### config.mk
export PLATFORM = sky130hd
export DESIGN_NAME = dc_event_reg
export DESIGN_NICKNAME = d
export VERILOG_FILES = /design/src/rtl/dcev_pkg.sv /design/src/rtl/dcev_port_track.sv /design/src/rtl/dcev_flag_bank.sv /design/src/rtl/dcev_cmd_decode.sv /design/src/rtl/dc_event_reg.sv
export SDC_FILE = /design/constraint.sdc
export NUM_CORES = 1
export LEC_CHECK = 0
export BUFFER_PORTS_ARGS = -buffer_cell sky130_fd_sc_hd__buf_2
export CAP_MARGIN = 10
export CORE_AREA = 2 2 66 68
export DETAILED_ROUTE_END_ITERATION = 6
export DIE_AREA = 0 0 68 70
export GPL_ROUTABILITY_DRIVEN = 0
export PLACE_DENSITY_LB_ADDON = 0.08
export SETUP_SLACK_MARGIN = 0.2
export SLEW_MARGIN = 20
export SYNTH_ARGS = -nofsm -noshare
export SYNTH_HDL_FRONTEND = slang
export SYNTH_SLANG_ARGS = --single-unit
### constraint.sdc
create_clock -name clk -period 1.4 [get_ports clk]
set_input_delay 0.14 -clock clk [delete_from_list [all_inputs] [get_ports clk]]
set_output_delay 0.14 -clock clk [all_outputs]
set_load 0.05 [all_outputs]
### src/rtl/dcev_pkg.sv
package dcev_pkg;

  // Does a finished cycle produce a flag event?
  function automatic logic evt_fire(input logic done, input logic chg_mode,
                                    input logic [3:0] new_code,
                                    input logic [3:0] old_code);
    return done && (!chg_mode || (new_code != old_code));
  endfunction

  // Next value of one sticky flag; port-off wins, then new event, then clear.
  function automatic logic flag_next(input logic cur, input logic set_evt,
                                     input logic off, input logic take);
    if (off)          return 1'b0;
    else if (set_evt) return 1'b1;
    else if (take)    return 1'b0;
    else              return cur;
  endfunction

  typedef enum logic [1:0] {
    RD_NONE = 2'd0,
    RD_PEEK = 2'd1,
    RD_TAKE = 2'd2
  } rd_kind_e;

endpackage

### src/rtl/dcev_port_track.sv
module dcev_port_track
  import dcev_pkg::*;
#(
  parameter int CODE_W = 4
) (
  input  logic              clk,
  input  logic              rst_n,
  input  logic              det_done,
  input  logic [CODE_W-1:0] det_code,
  input  logic              cls_done,
  input  logic [CODE_W-1:0] cls_code,
  input  logic              det_chg_mode,
  input  logic              cls_chg_mode,
  output logic              det_evt,
  output logic              cls_evt
);

  logic [CODE_W-1:0] last_det_q;
  logic [CODE_W-1:0] last_cls_q;

  always_comb begin
    det_evt = evt_fire(det_done, det_chg_mode, 4'(det_code), 4'(last_det_q));
    cls_evt = evt_fire(cls_done, cls_chg_mode, 4'(cls_code), 4'(last_cls_q));
  end

  always_ff @(posedge clk or negedge rst_n) begin
    if (!rst_n) begin
      last_det_q <= '0;
      last_cls_q <= '0;
    end else begin
      if (det_done) last_det_q <= det_code;
      if (cls_done) last_cls_q <= cls_code;
    end
  end

endmodule

### src/rtl/dcev_flag_bank.sv
module dcev_flag_bank
  import dcev_pkg::*;
#(
  parameter int WIDTH = 8
) (
  input  logic             clk,
  input  logic             rst_n,
  input  logic [WIDTH-1:0] set_vec,
  input  logic [WIDTH-1:0] off_vec,
  input  logic             take,
  output logic [WIDTH-1:0] flags
);

  logic [WIDTH-1:0] flags_d;

  for (genvar i = 0; i < WIDTH; i++) begin : g_bit
    always_comb flags_d[i] = flag_next(flags[i], set_vec[i], off_vec[i], take);
  end

  always_ff @(posedge clk or negedge rst_n) begin
    if (!rst_n) flags <= '0;
    else        flags <= flags_d;
  end

endmodule

### src/rtl/dcev_cmd_decode.sv
module dcev_cmd_decode
  import dcev_pkg::*;
#(
  parameter int          CMD_W    = 8,
  parameter logic [7:0]  CMD_PEEK = 8'h04,
  parameter logic [7:0]  CMD_TAKE = 8'h05
) (
  input  logic             rd_stb,
  input  logic [CMD_W-1:0] rd_cmd,
  output rd_kind_e         kind
);

  always_comb begin
    kind = RD_NONE;
    if (rd_stb) begin
      if (rd_cmd == CMD_W'(CMD_PEEK))      kind = RD_PEEK;
      else if (rd_cmd == CMD_W'(CMD_TAKE)) kind = RD_TAKE;
    end
  end

endmodule

### src/rtl/dc_event_reg.sv
module dc_event_reg
  import dcev_pkg::*;
#(
  parameter int          NUM_PORTS = 4,
  parameter int          CODE_W    = 4,
  parameter int          CMD_W     = 8,
  parameter logic [7:0]  CMD_PEEK  = 8'h04,
  parameter logic [7:0]  CMD_TAKE  = 8'h05,
  localparam int         REG_W     = 2 * NUM_PORTS
) (
  input  logic                        clk,
  input  logic                        rst_n,
  input  logic [NUM_PORTS-1:0]        det_done,
  input  logic [NUM_PORTS*CODE_W-1:0] det_code,
  input  logic [NUM_PORTS-1:0]        cls_done,
  input  logic [NUM_PORTS*CODE_W-1:0] cls_code,
  input  logic [NUM_PORTS-1:0]        port_off,
  input  logic                        det_chg_mode,
  input  logic                        cls_chg_mode,
  input  logic                        rd_stb,
  input  logic [CMD_W-1:0]            rd_cmd,
  output logic [REG_W-1:0]            rd_data,
  output logic                        rd_hit,
  output logic                        evt_pending
);

  // Named internal events, visible to the bound checker.
  logic [NUM_PORTS-1:0] det_evt;
  logic [NUM_PORTS-1:0] cls_evt;
  logic [REG_W-1:0]     set_vec;
  logic [REG_W-1:0]     off_vec;
  logic [REG_W-1:0]     flags;
  logic                 take_now;
  rd_kind_e             rd_kind;

  for (genvar p = 0; p < NUM_PORTS; p++) begin : g_port
    dcev_port_track #(.CODE_W(CODE_W)) u_track (
      .clk          (clk),
      .rst_n        (rst_n),
      .det_done     (det_done[p]),
      .det_code     (det_code[p*CODE_W +: CODE_W]),
      .cls_done     (cls_done[p]),
      .cls_code     (cls_code[p*CODE_W +: CODE_W]),
      .det_chg_mode (det_chg_mode),
      .cls_chg_mode (cls_chg_mode),
      .det_evt      (det_evt[p]),
      .cls_evt      (cls_evt[p])
    );
  end

  // Detection flags occupy the low half, classification the high half.
  assign set_vec = {cls_evt, det_evt};
  assign off_vec = {port_off, port_off};

  dcev_cmd_decode #(
    .CMD_W    (CMD_W),
    .CMD_PEEK (CMD_PEEK),
    .CMD_TAKE (CMD_TAKE)
  ) u_dec (
    .rd_stb (rd_stb),
    .rd_cmd (rd_cmd),
    .kind   (rd_kind)
  );

  assign take_now = (rd_kind == RD_TAKE);

  dcev_flag_bank #(.WIDTH(REG_W)) u_bank (
    .clk     (clk),
    .rst_n   (rst_n),
    .set_vec (set_vec),
    .off_vec (off_vec),
    .take    (take_now),
    .flags   (flags)
  );

  always_comb begin
    rd_hit  = (rd_kind != RD_NONE);
    rd_data = rd_hit ? flags : '0;
  end

  assign evt_pending = |flags;

endmodule

# Word-level counts from Yosys, hierarchy flattened
# Index checks and enable logic that the tools add are counted.
dict set report classes {
  muxes 21
  n_reduce_logical 28
  eq_ne 11
}
# op count
set ops {}
lappend ops {{$ne 4x4->1} 8}
lappend ops {{$reduce_bool 3->1} 8}
lappend ops {{$mux 1} 17}
lappend ops {{$eq 8x3->1 const B} 2}
lappend ops {{$logic_and 1x1->1} 8}
lappend ops {{$logic_or 1x1->1} 8}
lappend ops {{$mux 8} 1}
lappend ops {{$reduce_or 8->1} 1}
lappend ops {{$mux 2} 3}
lappend ops {{$eq 2x2->1 const B} 1}
lappend ops {{$logic_not 1->1} 2}
lappend ops {{$reduce_bool 2->1} 1}
dict set report word_totals {
  out_inout_bits 10
  input_bits 57
  register_bits 40
  wordCells 76
}

# Depth between registers and ports, before layout
dict set report depth {
  ltp_word 8
  ltp_mapped 5
  depth_no_buf 4
}

# Hierarchy
# A second synthesis with hierarchy kept.
dict set report hier_totals {
  hier_cells 171
  area_unflattened_um2 2052.0
}
# mod n_inst area_per_inst_um2 seq_area_each_um2 cells_each
set modules_own_cells {}
lappend modules_own_cells {dcev_port_track 4 390.4 200.2 30}
lappend modules_own_cells {dcev_flag_bank 1 350.3 200.2 32}
lappend modules_own_cells {dc_event_reg 1 107.6 0.0 14}
lappend modules_own_cells {dcev_cmd_decode 1 32.5 0.0 5}

# Least setup slack after synthesis
# Ideal clock, no wire load.
dict set report synth_timing {
  path_kind {in2out}
  start {input rd_cmd[5]}
  end {output rd_data[0]}
  cell_stages 3
  t_arrival_ps 2049
  required_ps 1260
  path_slack_ps -789
  n_path_buf 0
  cell_sequence {or4_1 > nor2_1 > and2_1}
}
dict set report synth_between {
  elab_chain_cells 6
  elab_cells_between_ends 7
  cone_classes {2 x eq/ne; 4 x mux; 1 x reduce/logical}
}
# element line_no
set synth_lines {}
lappend synth_lines {{from (decl)} dc_event_reg.sv:21} ;# input logic [CMD_W-1:0] rd_cmd,
lappend synth_lines {{$eq 8x3->1} dcev_cmd_decode.sv:17} ;# else if (rd_cmd == CMD_W'(CMD_TAKE)) kind = RD_TAKE;
lappend synth_lines {{$mux 2} dcev_cmd_decode.sv:17}
lappend synth_lines {{$mux 2 *} dcev_cmd_decode.sv:16} ;# if (rd_cmd == CMD_W'(CMD_PEEK)) kind = RD_PEEK;
lappend synth_lines {{$mux 2 *} dcev_cmd_decode.sv:15} ;# if (rd_stb) begin
lappend synth_lines {{$reduce_bool 2->1 *} dc_event_reg.sv:77} ;# rd_hit = (rd_kind != RD_NONE);
lappend synth_lines {{net rd_hit} dc_event_reg.sv:23} ;# output logic rd_hit,
lappend synth_lines {{$mux 8 *} dc_event_reg.sv:78} ;# rd_data = rd_hit ? flags : '0;
lappend synth_lines {{to (decl)} dc_event_reg.sv:22} ;# output logic [REG_W-1:0] rd_data,
# Mark *: on every way through the listed nets, which the timed path passes. The rest lies on a longest branch.

# Worst setup path after layout
dict set report layout_timing {
  start {register u_bank.flags[3]}
  end {output evt_pending}
}
dict set report layout_between {
  elab_chain_cells 1
}
# element line_no
set layout_lines {}
lappend layout_lines {{from (decl)} dcev_flag_bank.sv:11} ;# output logic [WIDTH-1:0] flags
lappend layout_lines {{from (signal assigned)} dcev_flag_bank.sv:22} ;# else flags <= flags_d;
lappend layout_lines {{$reduce_or 8->1} dc_event_reg.sv:81} ;# assign evt_pending = |flags;
lappend layout_lines {{to (decl)} dc_event_reg.sv:24} ;# output logic evt_pending
# No other way between the ends.

==> results.toml <==
[global_route]
antenna_found_initial = 0
overflow = 0
grt_max_degree = 25
grt_pass1_wl_um = 6580
grt_pass1_vias = 1439
grtUsageTotal = 0.185

[cells_and_area]
seqCellArea_um2 = 1000
drive_gt1_frac = 0.519
antenna-diode-count = 0
nFillCells = 328
multi_input_area_um2 = 955
final_net_count = 289
area_growth_pct = 35.9

[sta]
clock.fmax_mhz = 693
finalCritPeriodShare = 1.03
slew_viol_final = 0
maxSlewHeadroom = 0.728
setup_tns_ps = -213
grt_setup_unrepaired = "yes"
setup_viol = 8
finalHoldViolCount = 0
skew_ps = 3.11
worst_slack_ps = -43.8
worstMarginPinSlew_ps = 403
fin_hold_ws_ps = 7.87
period_needed_ps = 1440

[worst_hold_path]
hold-path-endpoint = "u_bank.flags[7]"
min_path_cells = 2
hold_start = "port_off[3]"
min_path_type = "input pin to register"

[placed_design]
hpwlAfterDp_um = 3150
numPortBuffers = 66

[die]
initial_core_util = 0.464
core_area_um2 = 4140
die_y_um = 70
ioPinCount = 67
die_area_um2 = 4760
die_w_um = 68
rows = 24

[critical_path]
timing.rr.start = "g_port[2].u_track.last_cls_q[2]"
worst_setup_path_start_kind = "register"
endpoint_kind = "output port"
crit_buf_inv = 1
crit_type = "register to output port"
r2r_end = "u_bank.flags[6]"
cp_top_family = "simple AND/OR/NAND/NOR gates"
reg2regPathDepth = 3
max_stage_delay_ps = 410
crit_slowest_cell = "dfrtp_1"
path_max_fanout = 2
worst_ep_required_time_ps = 1260
crit_arrival_ps = 1300
path_cells = "nor4_2 -> nand2_1 -> buf_6"
ff2ff_setup_slack_ps = 140

[detailed_routing]
first_pass_iters = 4
antenna_left = 0
drc = 0
vias = 1426
routedWlPerCell_um = 14.2
viasPerCell = 5.00
wl_um = 4040
dr.first_iter.drc_count = 27

[run]
maxCapViolCount = 0

[pwr]
power_leakage_nw = 1.21
power_mw = 2.55
power_frac_seq = 0.528
p_int_mw = 1.91
switchingPower_mw = 0.631
comb_power_share = 0.169
switching_share = 0.248
ir_drop_uv = 663
powerDensity_nw_per_um2 = 975
clock_power_share = 0.303

[clock_tree]
clkSlewWorstSetupHoldPaths_ps = 70
cts_buffers = 5
cts_sinks = 40
clkLatencyLatePin_ps = 280
cts_tree = "yes"
htree_levels = 2
clk_root_buffer_cell = "clkbuf_8"
clockBufferDepth = 2

[synth]
ys_seq_elements = 40
yosys_warnings = 0
syn_nets = 210
netlist_area_um2 = 1920
syn_avg_cell_area_um2 = 12.6
syn-instance-count = 153
ys_seq_area_frac = 0.521
ys_types = 15

[status]
status = "finished with violations"
violations = "setup timing"
[worst max-delay path by stage]
stage | start | endpoint | cells past startpoint
6_report | u_bank.flags[3] | evt_pending | 3
5_1_grt | u_bank.flags[5] | evt_pending | 3
4_1_cts | rd_cmd[6] | rd_data[3] | 5
3_5_place_dp | rd_cmd[5] | u_bank.flags[5] | 5
3_3_place_gp | rd_cmd[5] | u_bank.flags[3] | 5
2_1_floorplan | rd_cmd[5] | rd_data[0] | 3
[placed cells by master (no fill, tap or decap), types with 3 or more instances in the layout]
cell type / synthesis / layout
buf_2: 0 / 55
dfrtp_1: 40 / 40
mux2_2: 32 / 32
xor2_1: 24 / 24
nand2_1: 17 / 17
buf_8: 0 / 9
and2_4: 0 / 8
xnor2_1: 8 / 8
o41ai_1: 8 / 8
a21oi_1: 8 / 8
clkbuf_8: 0 / 6
buf_6: 1 / 3
buf_4: 0 / 3
[routing by layer]
| metal | part of all wire | vias up | track usage | wire length (um) |
|---|---|---|---|---|
| met4 | 0.0082 | 0 | 0.0578 | 33 |
| li1 | - | 699 | - | - |
| met5 | 0 | - | 0 | 0 |
| met2 | 0.53 | 48 | 0.309 | 2120 |
| met3 | 0.061 | 2 | 0.0531 | 246 |
| met1 | 0.40 | 677 | 0.228 | 1640 |
[state kept, by name (all words and copies together), names as in the netlist]
signal	flops
g_port.u_track.last_cls_q	16
u_bank.flags	8
g_port.u_track.last_det_q	16
[final cells by class]
cell class | instances | area share
clock buffers | 8 | 0.0345
repair buffers | 72 | 0.190
inverters | 1 | 0.00144
multi-input cells | 112 | 0.366
flip-flops and latches | 40 | 0.383
well taps | 52 | 0.0249
[through the flow]
step                instances   util  cell area (um2)  setup slack [ps]
finish                    285  0.630             2610             -43.8
global route              285  0.630             2610              -101
CTS                       285  0.629             2610             -60.2
detailed placement        272  0.571             2360              -213
global placement          272  0.571             2360              -191
floorplan                 153      -             1950             -99.4
[logic make-up after synthesis]
family | Yosys count | share of synthesized area
AOI/OAI and AO/OA | 16 | 0.0573
xor gates and xnor gates | 32 | 0.146
buffers and inverters | 2 | 0.00781
DFF | 40 | 0.521
muxes | 32 | 0.188
and+or+nand+nor | 31 | 0.0807
[power groups by stage]
stage | clock network, mW | registers [mW] | logic (mW)
finish | 0.771 | 1.34 | 0.431
CTS | 0.796 | 1.34 | 0.438
floorplan | 0 | 1.35 | 0.238
global route | 0.852 | 1.36 | 0.482
detailed placement | 0 | 1.37 | 0.416
global placement | 0 | 1.36 | 0.395
[repair_timing]
action / in CTS / in global routing
hold endpoints to repair: 16 / 0
pin swaps: 8 / 4
resized for setup: 32 / 1
gates cloned: 1 / 0
hold buffers: 1 / 0
setup endpoints to repair: 18 / 18
buffers inserted: 3 / 0
[cell usage after synthesis]
| cell type | number | area (um2) |
|---|---|---|
| dfrtp_1 | 40 | 1000 |
| mux2_2 | 32 | 360 |
| xor2_1 | 24 | 210 |
| nand2_1 | 17 | 63.8 |
| a21oi_1 | 8 | 40.0 |
| and2_1 | 8 | 50.1 |
| o41ai_1 | 8 | 70.1 |
| xnor2_1 | 8 | 70.1 |
| nor4_1 | 2 | 12.5 |
| buf_6 | 1 | 11.3 |
| inv_1 | 1 | 3.75 |
| nand4bb_1 | 1 | 11.3 |
| nor2_1 | 1 | 3.75 |
| or3_1 | 1 | 6.26 |
| or4_1 | 1 | 7.51 |
Note: power is estimated with default switching activity, not from simulation.
